File: config.mk
export PLATFORM = sky130hd
export DESIGN_NAME = multimode_test_reg
export DESIGN_NICKNAME = d
export VERILOG_FILES = /design/src/rtl/mmtr_pkg.sv /design/src/rtl/mmtr_mode_dec.sv /design/src/rtl/mmtr_feedback.sv /design/src/rtl/mmtr_next.sv /design/src/rtl/multimode_test_reg.sv
export SDC_FILE = /design/constraint.sdc
export NUM_CORES = 1
export LEC_CHECK = 0
export BUFFER_PORTS_ARGS = -buffer_cell sky130_fd_sc_hd__buf_2
export CORE_AREA = 2 2 39 41
export CTS_CLUSTER_SIZE = 20
export DETAILED_ROUTE_END_ITERATION = 16
export DIE_AREA = 0 0 41 43
export SKIP_CTS_REPAIR_TIMING = 1
export SYNTH_ARGS = -nofsm -noshare
export SYNTH_HDL_FRONTEND = slang
export SYNTH_SLANG_ARGS = --single-unit
File: constraint.sdc
create_clock -name clk -period 2.7 [get_ports clk]
set_input_delay 0.54 -clock clk [delete_from_list [all_inputs] [get_ports clk]]
set_output_delay 0.54 -clock clk [all_outputs]
set_load 0.02 [all_outputs]
File: src/rtl/mmtr_pkg.sv
package mmtr_pkg;
  // Mode code = {cfg_par, cfg_keep}
  typedef enum logic [1:0] {
    MD_SCAN  = 2'b00,
    MD_CLEAR = 2'b01,
    MD_MISR  = 2'b10,
    MD_LOAD  = 2'b11
  } mmtr_mode_t;
endpackage

File: src/rtl/mmtr_mode_dec.sv
module mmtr_mode_dec
  import mmtr_pkg::*;
(
  input  logic       sel_hi,
  input  logic       sel_lo,
  output mmtr_mode_t mode
);
  always_comb begin
    unique case ({sel_hi, sel_lo})
      2'b00:   mode = MD_SCAN;
      2'b01:   mode = MD_CLEAR;
      2'b10:   mode = MD_MISR;
      default: mode = MD_LOAD;
    endcase
  end
endmodule

File: src/rtl/mmtr_feedback.sv
module mmtr_feedback #(
  parameter int unsigned   WIDTH    = 8,
  parameter logic [WIDTH-1:0] TAP_MASK = 8'hB8
) (
  input  logic [WIDTH-1:0] state,
  output logic             fb
);
  logic [WIDTH-1:0] tapped;
  assign tapped = state & TAP_MASK;
  assign fb     = ^tapped;
endmodule

File: src/rtl/mmtr_next.sv
module mmtr_next
  import mmtr_pkg::*;
#(
  parameter int unsigned WIDTH = 8
) (
  input  mmtr_mode_t       mode,
  input  logic [WIDTH-1:0] state,
  input  logic [WIDTH-1:0] par_in,
  input  logic             scan_in,
  input  logic             fb,
  output logic [WIDTH-1:0] nxt
);
  // value entering each stage from its upstream neighbour
  logic [WIDTH-1:0] upstream;

  always_comb begin
    upstream[0] = (mode == MD_MISR) ? fb : scan_in;
  end

  for (genvar i = 1; i < WIDTH; i++) begin : g_up
    assign upstream[i] = state[i-1];
  end

  for (genvar i = 0; i < WIDTH; i++) begin : g_stage
    always_comb begin
      unique case (mode)
        MD_CLEAR: nxt[i] = 1'b0;
        MD_LOAD:  nxt[i] = par_in[i];
        MD_SCAN:  nxt[i] = upstream[i];
        default:  nxt[i] = upstream[i] ^ par_in[i];
      endcase
    end
  end
endmodule

File: src/rtl/multimode_test_reg.sv
module multimode_test_reg
  import mmtr_pkg::*;
#(
  parameter int unsigned      WIDTH    = 8,
  parameter logic [WIDTH-1:0] TAP_MASK = 8'hB8
) (
  input  logic             clk,
  input  logic             rst_n,
  input  logic             cfg_par,
  input  logic             cfg_keep,
  input  logic [WIDTH-1:0] par_in,
  input  logic             scan_in,
  output logic [WIDTH-1:0] q_out,
  output logic [WIDTH-1:0] q_n_out,
  output logic             scan_out
);
  localparam int unsigned LAST = WIDTH - 1;

  mmtr_mode_t       mode;
  logic             fb;
  logic [WIDTH-1:0] state_q;
  logic [WIDTH-1:0] state_d;

  mmtr_mode_dec u_dec (
    .sel_hi (cfg_par),
    .sel_lo (cfg_keep),
    .mode   (mode)
  );

  mmtr_feedback #(.WIDTH(WIDTH), .TAP_MASK(TAP_MASK)) u_fb (
    .state (state_q),
    .fb    (fb)
  );

  mmtr_next #(.WIDTH(WIDTH)) u_next (
    .mode    (mode),
    .state   (state_q),
    .par_in  (par_in),
    .scan_in (scan_in),
    .fb      (fb),
    .nxt     (state_d)
  );

  always_ff @(posedge clk or negedge rst_n) begin
    if (!rst_n) state_q <= '0;
    else        state_q <= state_d;
  end

  assign q_out    = state_q;
  assign q_n_out  = ~state_q;
  assign scan_out = state_q[LAST];

  // output relations
  always_comb begin
    if (!rst_n) a_r1_reset_zero: assert (q_out == '0);
    a_r7_complement: assert (q_n_out == ~q_out);
    a_r8_serial_last: assert (scan_out == q_out[LAST]);
  end


  a_r2_clear: assert property (@(posedge clk) disable iff (!rst_n)
    (!cfg_par && cfg_keep) |=> (q_out == '0));


  a_r3_capture: assert property (@(posedge clk) disable iff (!rst_n)
    (cfg_par && cfg_keep) |=> (q_out == $past(par_in)));


  a_r4_shift: assert property (@(posedge clk) disable iff (!rst_n)
    (!cfg_par && !cfg_keep) |=>
      (q_out[0] == $past(scan_in)) && (q_out[LAST:1] == $past(q_out[LAST-1:0])));

  // upper stages compact parallel inputs
  a_r5_misr_upper: assert property (@(posedge clk) disable iff (!rst_n)
    (cfg_par && !cfg_keep) |=>
      (q_out[LAST:1] == ($past(q_out[LAST-1:0]) ^ $past(par_in[LAST:1]))));
endmodule

==> results by group, run 1 <==
Setup path
  • Critical Path Fanout Max: 3
  • Delay-heaviest family, CP: flip-flops
  • Data arrival, critical path: 0.89 ns
  • CP max stage delay: 0.40 ns
  • Worst path bufs/invs: 2
  • Critical path launch point type: flip-flop
  • CP required: 2.16 ns
  • Crit. End Element: primary output
  • CP max stage cell: dfrtp_1
  • Kind of critical path: reg -> out
  • Crit path cell chain: inv_1, buf_2

Hold path
  • Hold Crit Class: in -> async

Drt
  • Vias after detailed routing: 402
  • Routed wire length: 949 um
  • Post-route DRC: 0
  • Routed length per instance: 10.1 um
  • Via density per instance: 4.28
  • Final antenna-violating net count: 0
  • Drt first pass iters: 4
  • Initial drt markers: 9

Logic synthesis
  • Post-synth net total: 62
  • Flops & latches, synth: 8
  • Yosys warns: 0
  • Synth Area per Inst: 8.61 um^2
  • Yosys cell types: 12
  • Cells after synthesis: 49
  • Post-Syn Area: 422 um^2
  • Share of the yosys chip area belonging to registers: 47.5%

CTS
  • CTS tree: done
  • Clk_lat worst skew: 0.25 ns
  • Clock Pin Slew Worst Setup and Hold Paths: 0.06 ns
  • CTS Buf Count: 3
  • Clk sinks: 8
  • Maximum buffer depth of the clock tree: 2
  • Clock Tree Root: clkbuf_4
  • H-tree Lvls: 1

Cells and area
  • Final core occ: 42.8%
  • Layout cells sized above 1: 41.0%
  • Filler cells: 150
  • Most frequent cells in the layout: buf_2, xnor2_1
  • Max FFs per register: 8
  • # diodes: 0
  • Syn-to-layout area delta: 40.4%
  • Leading cell type in the layout, fill and taps excluded: buf_2
  • Nets: 93

Placed design
  • Pre-CTS setup slack: 1.49 ns
  • Port Buf Inserts: 29
  • GPL Wtd Cong: 0.743
  • Post-DP HPWL: 741 um

STA
  • Post-route setup slack: 1.27 ns
  • RSZ-0062 raised after global routing: false
  • Fin. Hold Viols: 0
  • Maximum clock rate: 0.700 GHz
  • Crit share post-route: 52.9%
  • Hold Slack: 0.121 ns
  • Max Slew Vio Count: 0
  • Max_slew headroom: 86.3%
  • Minimum clock period: 1.43 ns
  • Final setup viols: 0
  • Final setup TNS: 0 ns
  • Post-Route Skew: 0.00329 ns
  • Worst Tran Pin Value: 0.205 ns

Power
  • Maximum VDD drop: 236 uV
  • PD cells: 689 nW/um^2
  • Power Total: 0.000408 W
  • Static leakage: 0.318 nW

Global routing
  • Initial antenna violation count: 0
  • GR Overflow Total: 0
  • Total GRT Usage: 13.1%
  • Largest net degree at the start of global routing: 12
  • First-pass GRT wire length: 1.39 mm
  • Vias in the first global route: 347

Floorplan
  • Placement Rows: 14
  • Die width: 41 um
  • Die footprint: 1760 um^2
  • Initial Utilization: 30.5%
  • Core area: 1380 um^2
  • Top Ports: 30
  • DIE HEIGHT: 43 um

Status
  • Status: complete, no violations

Flow run
  • Max-Cap Viols: 0
[worst paths after layout]
path / start / endpoint / slack (ns) / cells past startpoint
max: q_out[5] / q_n_out[5] / 1.27 / 2
min: rst_n / q_out[7] / 0.12 / 1
max reg2reg: q_out[7] / q_out[0] / 1.61 / 4
min reg2reg: q_out[1] / q_out[2] / 0.61 / 3
max in group asynchronous: rst_n / q_out[3] / 2.41 / 1
min in group clk: par_in[2] / q_out[2] / 0.55 / 3
[Yosys cell counts]
master	number	area (um^2)
buf_4	1	7.51
xor2_1	1	8.76
xnor2_1	9	78.8
nor3b_1	1	7.51
o211ai_1	1	7.51
nor2_1	8	30.0
nand2_1	8	30.0
dfrtp_1	8	200
buf_2	2	10.0
a31oi_1	1	6.26
nand3_1	1	5.00
inv_1	8	30.0
[logic make-up after synthesis]
group | after synthesis | share of synthesized area, %
AND/OR/NAND/NOR | 18 | 17.2
buffers and inverters | 11 | 11.3
XOR/XNOR | 10 | 20.8
flip-flops | 8 | 47.5
AO/OA/AOI/OAI | 2 | 3.27
[power breakdown]
| group | total, W | internal [W] | switching, W |
|---|---|---|---|
| sequential | 0.000151 | 0.000139 | 0.0000123 |
| clock | 0.0000912 | 0.0000509 | 0.0000404 |
| combinational | 0.000165 | 0.0000613 | 0.000104 |
| total | 0.000408 | 0.000251 | 0.000157 |
[metrics by stage]
| stage | instance area [um^2] | instances |
|---|---|---|
| after floorplan | 422 | 49 |
| after global placement | 569 | 91 |
| after detailed placement | 569 | 91 |
| after global routing | 592 | 94 |
| final | 592 | 94 |
| after CTS | 592 | 94 |
[worst register-to-register path: cells and delay by family (launching register included)]
family | cells | cell delay (ns)
compound gates | 1 | 0.09
xor+xnor | 2 | 0.42
flops | 1 | 0.40
simple gates | 1 | 0.10
[routing by layer]
layer  GRT usage (%)  vias up  share of wire, %
met2            16.9       19                46
li1                -      201                 -
met3            3.14        2               8.1
met4            16.0        0               2.5
met1            14.9      180                43
met5               0        -                 0
[final cells by class]
cell class | instances | area [um^2] | share of cell area, %
Sequential cell | 8 | 200 | 33.8
Tap cell | 16 | 20.0 | 3.38
Inverter | 8 | 30.0 | 5.07
Timing Repair Buffer | 29 | 145 | 24.5
Multi-Input combinational cell | 30 | 174 | 29.4
Clock buffer | 3 | 22.5 | 3.81
No activity file was read; power rests on OpenSTA's default activity.
==> run 2: changes to the inputs <==
Settings changed: PLACE_DENSITY set to 0.67.
Clock period 2.7 ns to 1.2 ns, I/O delays scaled along.
==> run 2 against run 1 <==
Largest cell class unchanged. Setup slack worse by 1.2 ns. Critical path depth stayed put. Power increased by 120%. Critical endpoint is now q_n_out[3]. Highest routed layer is now met3. Combinational power increased by 130%. Critical path type unchanged.
==> results by group, run 2 (synthesis gave the netlist of run 1 again) <==
Status
  • Status: complete, no violations

Cells and area
  • Syn-to-layout area delta: 42.7%
  • Layout Cells excl Fill: 95
  • Nets: 94
  • # diodes: 0
  • Filler cells: 141
  • Max FFs per register: 8
  • Leading cell type in the layout, fill and taps excluded: buf_2
  • Most frequent cells in the layout: buf_2, xnor2_1
  • Final instance area: 602 um^2
  • Layout cells sized above 1: 40.5%

Power
  • Internal power: 0.000567 W
  • Switching share of power: 37.8%
  • Maximum VDD drop: 456 uV
  • Sequential Power Share: 37.5%
  • Logic gate share of total power: 40.7%
  • Static leakage: 0.322 nW
  • PD cells: 1520 nW/um^2
  • Clock share of power: 21.7%
  • Psw: 0.000345 W

Floorplan
  • DIE HEIGHT: 43 um
  • Top Ports: 30
  • Core area: 1380 um^2
  • Initial Utilization: 30.5%
  • Die footprint: 1760 um^2
  • Die width: 41 um
  • Placement Rows: 14

Drt
  • Routed length per instance: 9.98 um
  • Drt first pass iters: 4
  • Final antenna-violating net count: 0
  • Routed wire length: 948 um
  • Post-route DRC: 0
  • Initial drt markers: 17
  • Via density per instance: 4.03
  • Vias after detailed routing: 383

STA
  • Minimum clock period: 1.13 ns
  • Worst Tran Pin Value: 0.210 ns
  • Fin. Hold Viols: 0
  • Final setup viols: 0
  • Max_slew headroom: 86.0%
  • Max Slew Vio Count: 0
  • Crit share post-route: 94.5%
  • Post-Route Skew: 0.00112 ns
  • Final setup TNS: 0 ns
  • RSZ-0062 raised after global routing: false
  • Maximum clock rate: 0.881 GHz

CTS
  • Clock Pin Slew Worst Setup and Hold Paths: 0.05 ns
  • Clock Tree Root: clkbuf_4
  • H-tree Lvls: 1
  • Clk_lat worst skew: 0.25 ns
  • Clk sinks: 8
  • CTS Buf Count: 3
  • Maximum buffer depth of the clock tree: 2
  • CTS tree: done

Hold path
  • Hold Crit Class: in -> reg

Global routing
  • First-pass GRT wire length: 1.24 mm
  • Total GRT Usage: 10.7%
  • GR Overflow Total: 0
  • Vias in the first global route: 296
  • Initial antenna violation count: 0
  • Largest net degree at the start of global routing: 12

Setup path
  • Worst path bufs/invs: 2
  • Delay-heaviest family, CP: flip-flops
  • Critical Path Start: q_out[3]
  • Crit path depth: 2
  • Worst R2R Start: q_out[7]
  • Critical path launch point type: flip-flop
  • Crit path cell chain: inv_1, buf_2
  • Crit Reg-Reg Endpoint: q_out[0]
  • CP max stage cell: dfrtp_1
  • Reg2reg setup slack: 0.12 ns
  • CP max stage delay: 0.40 ns
  • Crit. End Element: primary output
  • Data arrival, critical path: 0.89 ns
  • Worst r2r path cells: 4
  • CP required: 0.96 ns
  • Critical path endpoint: q_n_out[3]
  • Kind of critical path: reg -> out
  • Critical Path Fanout Max: 3

Flow run
  • Max-Cap Viols: 0

Placed design
  • Post-DP HPWL: 715 um
  • Port Buf Inserts: 29
  • Dpl cell area: 569 um^2
  • GPL Wtd Cong: 0.657
  • Dpl cells: 91
run 2: final cells by class:
| class | count | area, um^2 | share of cell area, % |
|---|---|---|---|
| flip-flops and latches | 8 | 200 | 33.3 |
| multi-input cells | 30 | 174 | 28.9 |
| repair buffers | 30 | 155 | 25.8 |
| inverters | 8 | 30.0 | 4.99 |
| clock buffers | 3 | 22.5 | 3.74 |
| well taps | 16 | 20.0 | 3.33 |
run 2: how the worst min path moves through the flow:
stage / from / endpoint / slack, ns / cells after the start
4_1_cts: rst_n / q_out[7] / -0.18 / 1
3_5_place_dp: rst_n / q_out[2] / 0.09 / 1
5_1_grt: par_in[7] / q_out[7] / 0.26 / 3
6_report: par_in[1] / q_out[1] / 0.25 / 3
3_3_place_gp: rst_n / q_out[2] / 0.09 / 1
2_1_floorplan: rst_n / q_out[0] / -0.06 / 0
run 2: power groups by stage:
stage / registers (W) / logic (W) / clock network [W]
5_1_grt: 0.000349 / 0.000403 / 0.000221
2_1_floorplan: 0.000401 / 0.000195 / 0
6_report: 0.000342 / 0.000372 / 0.000198
4_1_cts: 0.000343 / 0.000373 / 0.000210
3_3_place_gp: 0.000345 / 0.000370 / 0
3_5_place_dp: 0.000348 / 0.000371 / 0
run 2: worst reg2reg max path: stages (launching register included):
cell and delay, ns:
dfrtp_1 0.41, xor2_1 0.18, xnor2_1 0.21, nand3_1 0.10, o211ai_1 0.10
run 2: metrics by stage:
| stage | worst slack [ns] | util, % | hold WS (ns) | total power [W] |
|---|---|---|---|---|
| detailed placement | 0.132 | 41.1 | 0.0934 | 0.000719 |
| finish | 0.0655 | 43.5 | 0.254 | 0.000912 |
| floorplan | 0.0936 | - | -0.0556 | 0.000596 |
| global route | 0.0139 | 43.5 | 0.261 | 0.000973 |
| CTS | 0.0563 | 42.8 | -0.176 | 0.000926 |
| global placement | 0.170 | 41.1 | 0.0888 | 0.000715 |
run 2: layer usage:
| layer | GRT usage, % | part of all wire, % | up-vias |
|---|---|---|---|
| met3 | 1.57 | 12 | 0 |
| met1 | 15.1 | 47 | 156 |
| li1 | - | - | 203 |
| met4 | 8.00 | 0 | 0 |
| met5 | 0 | 0 | - |
| met2 | 14.1 | 41 | 24 |
==> run 3: changes to the inputs <==
Settings changed: ABC_AREA set to 1, CORE_AREA 2 2 39 41 to unset, CORE_MARGIN set to 2, CORE_UTILIZATION set to 35, DIE_AREA 0 0 41 43 to unset, GPL_TIMING_DRIVEN set to 0, PLACE_DENSITY 0.67 to 0.71.
==> run 3 against run 2 <==
Cell area increased by 10%. Critical path depth unchanged. Combinational power decreased by 6.7%. Power decreased by 2.8%. Cell count increased by 15%.
==> results by group, run 3 <==
STA
  • Fin. Hold Viols: 0
  • RSZ-0062 raised after global routing: true
  • Final setup TNS: 0 ns
  • Crit share post-route: 97.8%
  • Max Slew Vio Count: 0
  • Post-Route Skew: 0.00603 ns
  • Worst Tran Pin Value: 0.262 ns
  • Final setup viols: 0
  • Max_slew headroom: 82.4%
  • Post-route setup slack: 0.0269 ns
  • Minimum clock period: 1.17 ns
  • Hold Slack: 0.252 ns
  • Maximum clock rate: 0.852 GHz

Global routing
  • Vias in the first global route: 384
  • Largest net degree at the start of global routing: 10
  • Total GRT Usage: 14.3%
  • GR Overflow Total: 0
  • Initial antenna violation count: 0
  • First-pass GRT wire length: 1.44 mm

Cells and area
  • Layout cells sized above 1: 38.3%
  • Syn-to-layout area delta: 44.7%
  • Leading cell type in the layout, fill and taps excluded: nand2_1
  • Max FFs per register: 8
  • Nets: 109
  • # diodes: 0
  • Final instance area: 664 um^2
  • Filler cells: 138
  • Most frequent cells in the layout: nand2_1, buf_2, inv_1

Power
  • Maximum VDD drop: 721 uV
  • PD cells: 1330 nW/um^2
  • Static leakage: 0.392 nW

Setup path
  • Reg2reg setup slack: 0.19 ns
  • CP max stage cell: dfrtp_1
  • Critical Path Fanout Max: 5
  • Worst path bufs/invs: 2
  • Kind of critical path: reg -> out
  • CP max stage delay: 0.42 ns
  • Crit path cell chain: buf_4, buf_6
  • Delay-heaviest family, CP: flip-flops
  • Critical path launch point type: flip-flop
  • CP required: 0.96 ns
  • Crit. End Element: primary output
  • Data arrival, critical path: 0.93 ns

Hold path
  • Hold Crit Class: in -> reg

Flow run
  • Max-Cap Viols: 0

Logic synthesis
  • Share of the yosys chip area belonging to registers: 43.6%
  • Yosys warns: 0
  • Yosys cell types: 10
  • Cells after synthesis: 62
  • Synth cell count leaders: nand2_1, inv_1, dfrtp_1
  • Prevailing post-synth register cell: dfrtp_1
  • Yosys top cell by area: dfrtp_1
  • Largest cells by area after synthesis: dfrtp_1, nand2_1, xor2_1, inv_1, nand3_2
  • Flops & latches, synth: 8
  • Ys async rst share: 100%
  • Cell with the most instances after synthesis: nand2_1
  • Post-synth EDFFs: 0
  • Yosys top cell area share: 43.6%
  • Synth Area per Inst: 7.41 um^2
  • Post-Syn Area: 459 um^2
  • Post-synth net total: 75

Drt
  • Via density per instance: 4.28
  • Post-route DRC: 0
  • Vias after detailed routing: 466
  • Initial drt markers: 4
  • Routed length per instance: 8.81 um
  • Routed wire length: 960 um
  • Final antenna-violating net count: 0
  • Drt first pass iters: 2

CTS
  • H-tree Lvls: 1
  • CTS Buf Count: 3
  • Clock Tree Root: clkbuf_4
  • Clk sinks: 8
  • CTS tree: done
  • Clock Pin Slew Worst Setup and Hold Paths: 0.05 ns
  • Maximum buffer depth of the clock tree: 2
  • Clk_lat worst skew: 0.25 ns

Placed design
  • GPL Wtd Cong: 0.749
  • Post-DP HPWL: 765 um
  • Dpl cell area: 618 um^2
  • Pre-CTS setup slack: 0.209 ns
  • Port Buf Inserts: 28

Floorplan
  • Die width: 40.2 um
  • Core area: 1270 um^2
  • Initial Utilization: 36.2%
  • Top Ports: 30
  • Placement Rows: 13
  • DIE HEIGHT: 40.2 um
  • Die footprint: 1620 um^2

Status
  • Status: complete, no violations
-- run 3: stage by stage --
step	utilization [%]	power [W]	std cells
2_1_floorplan	-	0.000560	62
3_3_place_gp	48.7	0.000673	105
3_5_place_dp	48.7	0.000681	105
4_1_cts	50.5	0.000883	108
5_1_grt	52.4	0.000958	109
6_report	52.4	0.000887	109
-- run 3: kinds of logic after synthesis --
family | after synthesis | synth area share (%)
xor gates and xnor gates | 7 | 13.4
buffers and inverters | 15 | 13.3
DFF | 8 | 43.6
and+or+nand+nor | 32 | 29.7
-- run 3: worst register-to-register path: stages, from the launching register on --
cell and delay, ns:
dfrtp_1 0.42, inv_1 0.10, nand2_1 0.07, nand3_2 0.07, nand2_1 0.05, nand2_1 0.05
nand3_1 0.06, nand2_1 0.06, inv_1 0.03
-- run 3: final timing paths --
kind | start | endpoint | cells after the start
worst max-delay path | q_out[7] | q_out[7] | 2
worst min-delay path | par_in[7] | q_out[7] | 3
worst max register to register | q_out[7] | q_out[0] | 8
worst min register to register | q_out[2] | q_out[3] | 2
max in group asynchronous | rst_n | q_out[0] | 2
min in group asynchronous | rst_n | q_out[5] | 2
-- run 3: layout make-up --
class	count	area [um^2]	share of cell area, %
Inverter	13	48.8	7.34
Clock buffer	3	22.5	3.39
Timing Repair Buffer	29	164	24.7
Buffer	2	12.5	1.88
Multi-Input combinational cell	39	198	29.8
Tap cell	15	18.8	2.82
Sequential cell	8	200	30.1
-- run 3: power by group --
part / switching [W] / internal [W] / total (W)
sequential: 0.0000354 / 0.000308 / 0.000343
clock: 0.0000828 / 0.000114 / 0.000197
combinational: 0.000214 / 0.000133 / 0.000347
total: 0.000332 / 0.000555 / 0.000887
-- run 3: routing by layer --
metal | wire (um) | GRT usage [%] | part of all wire, % | vias to the layer above
li1 | - | - | - | 242
met2 | 482 | 23.0 | 50 | 15
met1 | 425 | 15.5 | 44 | 207
met4 | 13 | 12.5 | 1.4 | 0
met3 | 38 | 3.33 | 4.0 | 2
met5 | 0 | 0 | 0 | -
